`src/rtl/ddr_mon_pkg.sv`:
```
package ddr_mon_pkg;
  localparam int unsigned NUM_CMD  = 10;
  localparam int unsigned CMD_DESEL = 0;
  localparam int unsigned CMD_NOP   = 1;
  localparam int unsigned CMD_ACT   = 2;
  localparam int unsigned CMD_RD    = 3;
  localparam int unsigned CMD_WR    = 4;
  localparam int unsigned CMD_BST   = 5;
  localparam int unsigned CMD_PRE   = 6;
  localparam int unsigned CMD_AREF  = 7;
  localparam int unsigned CMD_SREF  = 8;
  localparam int unsigned CMD_LMR   = 9;

  typedef logic [NUM_CMD-1:0] cmd_vec_t;

  typedef enum logic [1:0] {
    CTX_NONE    = 2'd0,
    CTX_RD_OPEN = 2'd1,
    CTX_RD_AP   = 2'd2,
    CTX_WR      = 2'd3
  } burst_ctx_e;
endpackage

```
`src/rtl/ddr_cmd_decode.sv`:
```
module ddr_cmd_decode
  import ddr_mon_pkg::*;
(
  input  logic     cs_ni,
  input  logic     ras_ni,
  input  logic     cas_ni,
  input  logic     we_ni,
  input  logic     cke_i,
  output cmd_vec_t cmd_oh_o,
  output logic     cke_viol_o
);
  logic [2:0] code;
  assign code = {ras_ni, cas_ni, we_ni};

  always_comb begin
    cmd_oh_o = '0;
    if (cs_ni) begin
      cmd_oh_o[CMD_DESEL] = 1'b1;
    end else begin
      unique case (code)
        3'b111: cmd_oh_o[CMD_NOP] = 1'b1;
        3'b011: cmd_oh_o[CMD_ACT] = 1'b1;
        3'b101: cmd_oh_o[CMD_RD]  = 1'b1;
        3'b100: cmd_oh_o[CMD_WR]  = 1'b1;
        3'b110: cmd_oh_o[CMD_BST] = 1'b1;
        3'b010: cmd_oh_o[CMD_PRE] = 1'b1;
        3'b001: begin
          if (cke_i) cmd_oh_o[CMD_AREF] = 1'b1;
          else       cmd_oh_o[CMD_SREF] = 1'b1;
        end
        default: cmd_oh_o[CMD_LMR] = 1'b1;
      endcase
    end
  end

  // only the refresh encoding may be sampled with clock enable low
  assign cke_viol_o = !cs_ni && !cke_i && (code != 3'b001);
endmodule

```
`src/rtl/ddr_field_extract.sv`:
```
module ddr_field_extract #(
  parameter int unsigned BA_W   = 2,
  parameter int unsigned ADDR_W = 13,
  parameter int unsigned COL_W  = 10,
  parameter int unsigned AP_BIT = 10
) (
  input  logic              is_act_i,
  input  logic              is_rd_i,
  input  logic              is_wr_i,
  input  logic              is_pre_i,
  input  logic              is_lmr_i,
  input  logic [BA_W-1:0]   ba_i,
  input  logic [ADDR_W-1:0] addr_i,
  output logic [BA_W-1:0]   bank_o,
  output logic [ADDR_W-1:0] row_o,
  output logic [COL_W-1:0]  col_o,
  output logic [ADDR_W-1:0] opcode_o,
  output logic              ext_mode_o,
  output logic              auto_pre_o,
  output logic              all_banks_o,
  output logic              lmr_bad_o
);
  localparam logic [BA_W-1:0] BA_BASE = BA_W'(0);
  localparam logic [BA_W-1:0] BA_EXT  = BA_W'(2);

  logic ap_bit;
  logic rw;
  logic bank_used;
  logic [COL_W-1:0] col_raw;

  assign ap_bit = addr_i[AP_BIT];
  assign rw     = is_rd_i | is_wr_i;

  generate
    if (COL_W < ADDR_W) begin : g_col_slice
      assign col_raw = addr_i[COL_W-1:0];
    end else begin : g_col_full
      assign col_raw = COL_W'(addr_i);
    end
  endgenerate

  assign bank_used   = is_act_i | rw | (is_pre_i & !ap_bit);
  assign bank_o      = bank_used ? ba_i : '0;
  assign row_o       = is_act_i ? addr_i : '0;
  assign col_o       = rw ? col_raw : '0;
  assign opcode_o    = is_lmr_i ? addr_i : '0;
  assign ext_mode_o  = is_lmr_i && (ba_i == BA_EXT);
  assign auto_pre_o  = rw & ap_bit;
  assign all_banks_o = is_pre_i & ap_bit;
  assign lmr_bad_o   = is_lmr_i && (ba_i != BA_BASE) && (ba_i != BA_EXT);
endmodule

```
`src/rtl/ddr_burst_tracker.sv`:
```
module ddr_burst_tracker
  import ddr_mon_pkg::*;
(
  input  logic clk_i,
  input  logic rst_ni,
  input  logic rd_i,
  input  logic wr_i,
  input  logic bst_i,
  input  logic ap_i,
  output logic bst_bad_o
);
  burst_ctx_e ctx_q, ctx_d;

  always_comb begin
    ctx_d = ctx_q;
    if (rd_i)       ctx_d = ap_i ? CTX_RD_AP : CTX_RD_OPEN;
    else if (wr_i)  ctx_d = CTX_WR;
    else if (bst_i) ctx_d = CTX_NONE;
  end

  always_ff @(posedge clk_i or negedge rst_ni) begin
    if (!rst_ni) ctx_q <= CTX_NONE;
    else         ctx_q <= ctx_d;
  end

  assign bst_bad_o = bst_i && (ctx_q != CTX_RD_OPEN);


  stop_closes_ctx_chk: assert property (@(posedge clk_i) disable iff (!rst_ni)
    bst_i |=> (ctx_q == CTX_NONE));


  write_ctx_chk: assert property (@(posedge clk_i) disable iff (!rst_ni)
    wr_i |=> (ctx_q == CTX_WR));
endmodule

```
`src/rtl/ddr_cmd_monitor.sv`:
```
module ddr_cmd_monitor
  import ddr_mon_pkg::*;
#(
  parameter int unsigned BA_W   = 2,
  parameter int unsigned ADDR_W = 13,
  parameter int unsigned COL_W  = 10,
  parameter int unsigned AP_BIT = 10
) (
  input  logic              clk_i,
  input  logic              rst_ni,
  input  logic              cs_ni,
  input  logic              ras_ni,
  input  logic              cas_ni,
  input  logic              we_ni,
  input  logic              cke_i,
  input  logic [BA_W-1:0]   ba_i,
  input  logic [ADDR_W-1:0] addr_i,
  output logic [NUM_CMD-1:0] cmd_o,
  output logic [BA_W-1:0]   bank_o,
  output logic [ADDR_W-1:0] row_o,
  output logic [COL_W-1:0]  col_o,
  output logic [ADDR_W-1:0] opcode_o,
  output logic              ext_mode_o,
  output logic              auto_pre_o,
  output logic              all_banks_o,
  output logic              err_o
);
  cmd_vec_t          cmd_d;
  logic              cke_viol;
  logic [BA_W-1:0]   bank_d;
  logic [ADDR_W-1:0] row_d;
  logic [COL_W-1:0]  col_d;
  logic [ADDR_W-1:0] opcode_d;
  logic              ext_d, ap_d, ab_d, lmr_bad, bst_bad, err_d;

  ddr_cmd_decode i_decode (
    .cs_ni      (cs_ni),
    .ras_ni     (ras_ni),
    .cas_ni     (cas_ni),
    .we_ni      (we_ni),
    .cke_i      (cke_i),
    .cmd_oh_o   (cmd_d),
    .cke_viol_o (cke_viol)
  );

  ddr_field_extract #(
    .BA_W   (BA_W),
    .ADDR_W (ADDR_W),
    .COL_W  (COL_W),
    .AP_BIT (AP_BIT)
  ) i_fields (
    .is_act_i    (cmd_d[CMD_ACT]),
    .is_rd_i     (cmd_d[CMD_RD]),
    .is_wr_i     (cmd_d[CMD_WR]),
    .is_pre_i    (cmd_d[CMD_PRE]),
    .is_lmr_i    (cmd_d[CMD_LMR]),
    .ba_i        (ba_i),
    .addr_i      (addr_i),
    .bank_o      (bank_d),
    .row_o       (row_d),
    .col_o       (col_d),
    .opcode_o    (opcode_d),
    .ext_mode_o  (ext_d),
    .auto_pre_o  (ap_d),
    .all_banks_o (ab_d),
    .lmr_bad_o   (lmr_bad)
  );

  ddr_burst_tracker i_burst (
    .clk_i     (clk_i),
    .rst_ni    (rst_ni),
    .rd_i      (cmd_d[CMD_RD]),
    .wr_i      (cmd_d[CMD_WR]),
    .bst_i     (cmd_d[CMD_BST]),
    .ap_i      (addr_i[AP_BIT]),
    .bst_bad_o (bst_bad)
  );

  assign err_d = cke_viol | lmr_bad | bst_bad;

  always_ff @(posedge clk_i or negedge rst_ni) begin
    if (!rst_ni) begin
      cmd_o       <= NUM_CMD'(1) << CMD_DESEL;
      bank_o      <= '0;
      row_o       <= '0;
      col_o       <= '0;
      opcode_o    <= '0;
      ext_mode_o  <= 1'b0;
      auto_pre_o  <= 1'b0;
      all_banks_o <= 1'b0;
      err_o       <= 1'b0;
    end else begin
      cmd_o       <= cmd_d;
      bank_o      <= bank_d;
      row_o       <= row_d;
      col_o       <= col_d;
      opcode_o    <= opcode_d;
      ext_mode_o  <= ext_d;
      auto_pre_o  <= ap_d;
      all_banks_o <= ab_d;
      err_o       <= err_d;
    end
  end


  cmd_onehot_chk: assert property (@(posedge clk_i) disable iff (!rst_ni)
    $countones(cmd_o) == 1);


  deselect_quiet_chk: assert property (@(posedge clk_i) disable iff (!rst_ni)
    cs_ni |=> (cmd_o[CMD_DESEL] && !err_o && bank_o == '0));


  all_banks_chk: assert property (@(posedge clk_i) disable iff (!rst_ni)
    all_banks_o |-> (cmd_o[CMD_PRE] && bank_o == '0));


  auto_pre_scope_chk: assert property (@(posedge clk_i) disable iff (!rst_ni)
    auto_pre_o |-> (cmd_o[CMD_RD] || cmd_o[CMD_WR]));


  cke_low_err_chk: assert property (@(posedge clk_i) disable iff (!rst_ni)
    (!cs_ni && !cke_i && !(!ras_ni && !cas_ni && we_ni)) |=> err_o);


  self_refresh_chk: assert property (@(posedge clk_i) disable iff (!rst_ni)
    (!cs_ni && !cke_i && !ras_ni && !cas_ni && we_ni) |=> (cmd_o[CMD_SREF] && !err_o));


  stop_after_write_chk: assert property (@(posedge clk_i) disable iff (!rst_ni)
    (cmd_o[CMD_WR] && !cs_ni && ras_ni && cas_ni && !we_ni) |=> err_o);


  lmr_bad_bank_chk: assert property (@(posedge clk_i) disable iff (!rst_ni)
    (!cs_ni && !ras_ni && !cas_ni && !we_ni && ba_i == BA_W'(1)) |=> err_o);
endmodule

```
`config.mk`:
```
export PLATFORM = sky130hd
export DESIGN_NAME = ddr_cmd_monitor
export DESIGN_NICKNAME = d
export VERILOG_FILES = /design/src/rtl/ddr_mon_pkg.sv /design/src/rtl/ddr_cmd_decode.sv /design/src/rtl/ddr_field_extract.sv /design/src/rtl/ddr_burst_tracker.sv /design/src/rtl/ddr_cmd_monitor.sv
export SDC_FILE = /design/constraint.sdc
export NUM_CORES = 1
export LEC_CHECK = 0
export BUFFER_PORTS_ARGS = -buffer_cell sky130_fd_sc_hd__buf_2
export CAP_MARGIN = 20
export CORE_UTILIZATION = 51
export DETAILED_ROUTE_END_ITERATION = 6
export GPL_TIMING_DRIVEN = 0
export PLACE_DENSITY = 0.83
export SLEW_MARGIN = 20
export SYNTH_ARGS = -nofsm -noshare
export SYNTH_HDL_FRONTEND = slang
export SYNTH_SLANG_ARGS = --single-unit
```
`constraint.sdc`:
```
create_clock -name clk_i -period 1.4 [get_ports clk_i]
set_input_delay 0.35 -clock clk_i [delete_from_list [all_inputs] [get_ports clk_i]]
set_output_delay 0.35 -clock clk_i [all_outputs]
set_load 0.05 [all_outputs]
```
==> results of run 1 <==
[cells by family after synthesis]
group                  count (synthesis)  share of synthesized area
flip-flops                            54                      0.724
buffers and inverters                  8                     0.0261
AND/OR/NAND/NOR                       68                      0.235
AO/OA/AOI/OAI                          4                     0.0154
[synthesized netlist by cell type (2+ instances only)]
cell type,n,share of area
a22o_1,2,0.0094
and2_1,28,0.094
nor3_1,4,0.011
buf_4,5,0.020
dfrtp_1,53,0.71
and3_1,12,0.040
nand2_1,5,0.010
nor2_1,2,0.0040
clkbuf_1,2,0.0040
nor2b_1,3,0.010
nand2b_1,3,0.010
nor3b_1,5,0.020
[worst register-to-register path: cells and delay by family (launching register included)]
kind               cells  cell delay [ns]
AOI/OAI and AO/OA      1             0.16
DFF                    1             0.41
and+or+nand+nor        2             0.21
[flip-flops by register name (all words and copies together) (netlist names)]
name,flops
err_o,1
all_banks_o,1
opcode_o,13
bank_o,2
auto_pre_o,1
col_o,10
row_o,13
i_burst.ctx_q,2
ext_mode_o,1
cmd_o,10
[layer usage]
| metal | up-vias | track usage | wire length [µm] |
|---|---|---|---|
| met2 | 64 | 0.311 | 1710 |
| li1 | 588 | - | - |
| met3 | 8 | 0.0657 | 303 |
| met4 | 0 | 0.0872 | 57 |
| met1 | 608 | 0.223 | 1340 |
| met5 | - | 0 | 0 |
[report_power, final]
group | switching [mW] | total (mW) | internal, mW | leakage (nW)
Combinational | 0.236 | 0.328 | 0.0921 | 0.616
Clock | 0.434 | 0.620 | 0.186 | 0.0233
Sequential | 0.0147 | 1.62 | 1.60 | 0.738
[path summary, 6_finish.rpt]
path                             startpoint          endpoint  slack [ns]
max                                cmd_o[0]          cmd_o[0]       -0.01
min reg2reg                i_burst.ctx_q[1]  i_burst.ctx_q[1]        0.53
min                                  rst_ni          row_o[1]       -0.01
max reg2reg                i_burst.ctx_q[1]             err_o        0.51
min in group clk_i                    cs_ni          cmd_o[0]        0.16
max in group asynchronous            rst_ni          col_o[7]        1.01
[cell type report]
type / count / area [µm²]
buffer: 7 / 45.0
clock buffer: 5 / 37.5
clock inverter: 2 / 15.0
fill: 256 / 1070
inverter: 1 / 3.75
multi-input combinational: 72 / 468
sequential: 54 / 1350
tap: 46 / 57.6
timing repair buffer: 71 / 368
[layout by cell type, fill, tap and decap left out, types with 3 or more instances in the layout]
| cell type | netlist | routed |
|---|---|---|
| nor2b_1 | 3 | 3 |
| dfrtp_1 | 53 | 53 |
| nand2b_1 | 3 | 3 |
| clkbuf_4 | 0 | 5 |
| nor3b_1 | 5 | 5 |
| and2_1 | 28 | 28 |
| nand2_1 | 5 | 5 |
| nor3_1 | 4 | 4 |
| buf_4 | 5 | 6 |
| buf_2 | 0 | 69 |
| and3_1 | 12 | 12 |
[stage by stage]
| stage | setup TNS (ns) | power, mW | setup WS [ns] |
|---|---|---|---|
| final | -0.0148 | 2.56 | -0.0148 |
| after global routing | -0.0581 | 2.68 | -0.0581 |
| after CTS | -0.0228 | 2.58 | -0.0228 |
| after detailed placement | -0.166 | 1.97 | -0.0350 |
| after global placement | -0.0449 | 1.96 | -0.00800 |
| after floorplan | 0 | 1.85 | 0.241 |
[timing repair]
item,CTS,global route
setup endpoints to repair,1,1
buffers inserted,0,0
pin swaps,0,0
resized for setup,3,0
==> flow_summary.json, run 1 <==
{
  "initial_utilization": 0.547,
  "synth-edff-count": 0,
  "hold_buffers": 0,
  "cts.clk_slew.worst_paths_ns": 0.14,
  "r2r_cells": 3,
  "cp_top_family": "flip-flops",
  "status": "complete, but fails checks",
  "diodes": 0,
  "num_rows": 21,
  "drv_cap": 0,
  "die_y_um": 62.5,
  "crit_path_start_kind": "flop",
  "dieArea_mm2": 0.00391,
  "cts_tree": "done",
  "cts_num_sinks": 54,
  "slowest_delay_ns": 0.56,
  "cpMaxStageDelayCell": "dfstp_2",
  "htreeDepth": 2,
  "synth_seq_cells": 54,
  "final_core_util": 0.687,
  "worst-path-max-fanout": 1,
  "holdWs_ns": -0.00999,
  "routedWlPerCell_um": 13.2,
  "finalHoldViolCount": 17,
  "failed_checks": "negative hold slack, negative setup slack",
  "post-route-min-period_ns": 1.41,
  "area_growth_pct": 25.6,
  "timing.final.crit_share": 1.01,
  "grt_overflow": 0,
  "yosys_most_used_dff": "dfrtp_1",
  "cp_num_cells": 1,
  "route.detailed.drc": 0,
  "layout_setup_ws_ns": -0.0148,
  "grt_pass1_vias": 1177,
  "yosysUniqueCellTypes": 22,
  "grt_max_degree": 55,
  "rsz0062_at_grt": "true",
  "layout-drive-gt1-share": 0.410,
  "dpl.cell_count": 251,
  "arrival_ns": 1.06,
  "drtPass1Iterations": 4,
  "required_ns": 1.05,
  "hp-class": "in -> async",
  "postSynth.asyncResetShare": 1.00,
  "antenna_found_initial": 0,
  "maxSlewHeadroom": 0.591,
  "cp-end-kind": "output pin",
  "cts_root_buf": "clkbuf_4",
  "fmax_ghz": 0.707,
  "grtUsageTotal": 0.189,
  "worstMarginPinSlew_ns": 0.614,
  "crit_buf_inv": 1,
  "syn-num-nets": 156,
  "cts_buffers": 5,
  "skew_ns": 0.00189,
  "nNetsFinal": 234,
  "leakagePower_nw": 1.38,
  "vias": 1268,
  "dr.first_iter.drc_count": 35,
  "slew_violations": 0,
  "clock_path_buffers": 2,
  "boundaryPins": 74,
  "instances_no_fill": 258,
  "worstSetupPathType": "reg -> out",
  "clock_latency_ns": 0.36,
  "finalWirelength_um": 3410,
  "via_per_inst": 4.91,
  "drtAntennaViolNets": 0,
  "synthCells": 134,
  "grt_pass1_wl_um": 5430,
  "core-area_mm2": 0.00342,
  "syn-cell-area_mm2": 0.00187,
  "die_x_um": 62.5,
  "synth-seq-area-share": 0.724,
  "placed_area_mm2": 0.00228,
  "avgSynthCellArea_um2": 13.9,
  "setup_viol": 1,
  "crit_chain": "buf_8",
  "gp_congestion": 0.833,
  "powerDensity_mw_per_mm2": 1090,
  "vdd_drop_max_mv": 0.644,
  "io_buffers": 71,
  "postLayoutCellArea_mm2": 0.00235,
  "place_hpwl_um": 2500,
  "ys_warn_count": 0
}
Note: power is estimated with default switching activity, not from simulation.
==> inputs of run 2 (changes only) <==
--- a/config.mk
+++ b/config.mk
@@ -10,7 +10,7 @@
 export CORE_UTILIZATION = 51
 export DETAILED_ROUTE_END_ITERATION = 6
 export GPL_TIMING_DRIVEN = 0
-export PLACE_DENSITY = 0.83
+export PLACE_DENSITY = 0.87
 export SLEW_MARGIN = 20
 export SYNTH_ARGS = -nofsm -noshare
 export SYNTH_HDL_FRONTEND = slang
==> run 2 against run 1 <==
  * The run still ends with negative hold slack, negative setup slack left
  * Sequential power about the same
  * Hold slack better by 0.0024 ns
  * Combinational power about the same
  * Sequential share of layout area down 0.82 points
  * Clock skew rose by 0.0046 ns
  * Worst setup slack better by 0.0019 ns
  * Global-route usage grew 0.80 points
  * Non-clock buffer count unchanged
  * Final cell count grew 0.39%
  * Largest cell class unchanged
  * Critical endpoint unchanged
==> flow_summary.json, run 2 (synthesis results as in run 1) <==
{
  "status": "complete, but fails checks",
  "failed_checks": "negative hold slack, negative setup slack",
  "grt_pass1_wl_um": 5740,
  "cts_root_buf": "clkbuf_4",
  "maxSlewHeadroom": 0.587,
  "grtUsageTotal": 0.197,
  "drtAntennaViolNets": 0,
  "worstMarginPinSlew_ns": 0.620,
  "fmax_ghz": 0.708,
  "arrival_ns": 1.06,
  "final_common_cell": "buf_2",
  "core-area_mm2": 0.00342,
  "required_ns": 1.05,
  "finalWirelength_um": 3320,
  "hp-class": "in -> async",
  "clkPwrFrac": 0.299,
  "p_comb_frac": 0.118,
  "cts.clk_slew.worst_paths_ns": 0.15,
  "skew_ns": 0.00644,
  "drv_cap": 0,
  "initial_utilization": 0.547,
  "r2r_cells": 3,
  "multi_input_area_um2": 468,
  "layout_common_cells": "buf_2 (67), dfrtp_1 (53), and2_1 (28)",
  "grt_overflow": 0,
  "area_growth_pct": 27.4,
  "cp_num_cells": 1,
  "total_power_mw": 2.77,
  "cp_top_family": "flip-flops",
  "antenna_found_initial": 0,
  "power_frac_seq": 0.583,
  "fillers": 249,
  "diodes": 0,
  "dr.first_iter.drc_count": 40,
  "num_rows": 21,
  "clock_latency_ns": 0.35,
  "leakagePower_nw": 1.40,
  "rsz0062_at_grt": "true",
  "grt_max_degree": 55,
  "post-route-min-period_ns": 1.41,
  "cp-end-kind": "output pin",
  "grt_pass1_vias": 1226,
  "crit_chain": "buf_8",
  "die_x_um": 62.5,
  "via_per_inst": 4.79,
  "holdWs_ns": -0.00762,
  "cpMaxStageDelayCell": "dfstp_2",
  "post_cts_buffers": 0,
  "io_buffers": 71,
  "vias": 1240,
  "worstSetupPathType": "reg -> out",
  "p_int_mw": 2.07,
  "power.switching_mw": 0.696,
  "routedWlPerCell_um": 12.8,
  "slew_violations": 0,
  "layout-drive-gt1-share": 0.413,
  "area.sequential_mm2": 0.00135,
  "slowest_delay_ns": 0.57,
  "layout_setup_ws_ns": -0.0129,
  "worst-path-max-fanout": 1,
  "clock_path_buffers": 2,
  "boundaryPins": 74,
  "place_hpwl_um": 2390,
  "dieArea_mm2": 0.00391,
  "reg_top3": "opcode_o x13, row_o x13",
  "cts_buffers": 5,
  "timing.final.crit_share": 1.01,
  "cts_tree": "done",
  "drtPass1Iterations": 4,
  "crit_buf_inv": 1,
  "finalHoldViolCount": 16,
  "cts_num_sinks": 54,
  "setup_viol": 1,
  "gp_congestion": 0.772,
  "crit_path_start_kind": "flop",
  "nNetsFinal": 234,
  "powerDensity_mw_per_mm2": 1160,
  "die_y_um": 62.5,
  "htreeDepth": 2,
  "swShare": 0.251,
  "finalSetupTns_ns": -0.0129,
  "route.detailed.drc": 0,
  "vdd_drop_max_mv": 0.718
}
[run 2: cell types whose count changed in the layout (fill, tap and decap cells not counted), sizes merged]
| cell | previous run | this run |
|---|---|---|
| clkinvlp | 2 | 0 |
| clkinv | 0 | 1 |
| bufinv | 0 | 1 |
| clkbuf | 7 | 9 |
| inv | 1 | 2 |
| buf | 76 | 74 |
[run 2: layout make-up]
| cell class | instances | area share |
|---|---|---|
| plain buffers | 7 | 0.0189 |
| clock buffers | 5 | 0.0158 |
| clock inverters | 3 | 0.0184 |
| inverters | 1 | 0.00158 |
| multi-input cells | 72 | 0.197 |
| flip-flops and latches | 54 | 0.568 |
| well taps | 46 | 0.0242 |
| repair buffers | 71 | 0.157 |
[run 2: worst paths after layout]
| path | start | to | slack, ns |
|---|---|---|---|
| worst min-delay path | rst_ni | row_o[5] | -0.008 |
| min in group clk_i | cs_ni | cmd_o[0] | 0.16 |
| max in group asynchronous | rst_ni | row_o[4] | 1.00 |
| worst min register to register | i_burst.ctx_q[1] | i_burst.ctx_q[1] | 0.53 |
| worst max register to register | i_burst.ctx_q[1] | err_o | 0.53 |
| worst max-delay path | cmd_o[0] | cmd_o[0] | -0.01 |
[run 2: metal layers]
| metal | part of all wire | wire length, µm | track usage |
|---|---|---|---|
| met5 | 0 | 0 | 0 |
| met4 | 0.0042 | 14 | 0.0523 |
| met3 | 0.069 | 229 | 0.0511 |
| met2 | 0.54 | 1800 | 0.359 |
| met1 | 0.38 | 1270 | 0.229 |
[run 2: power by group through the flow]
stage	sequential (mW)	combinational (mW)	clock, mW
4_1_cts	1.62	0.329	0.846
3_3_place_gp	1.64	0.320	0
3_5_place_dp	1.64	0.326	0
5_1_grt	1.62	0.354	0.939
2_1_floorplan	1.76	0.0811	0
6_report	1.61	0.327	0.829
[run 2: timing repair]
action	CTS	global route
hold buffers	0	0
resized for setup	3	2
endpoints found under the setup margin	1	3
[run 2: stage by stage]
| step | util | cell area (µm²) | std cells | setup slack (ns) |
|---|---|---|---|---|
| 2_1_floorplan | - | 1870 | 134 | 0.241 |
| 3_3_place_gp | 0.668 | 2280 | 251 | -0.0197 |
| 3_5_place_dp | 0.668 | 2280 | 251 | -0.0490 |
| 4_1_cts | 0.695 | 2370 | 259 | -0.0331 |
| 5_1_grt | 0.697 | 2380 | 259 | -0.0632 |
| 6_report | 0.697 | 2380 | 259 | -0.0129 |
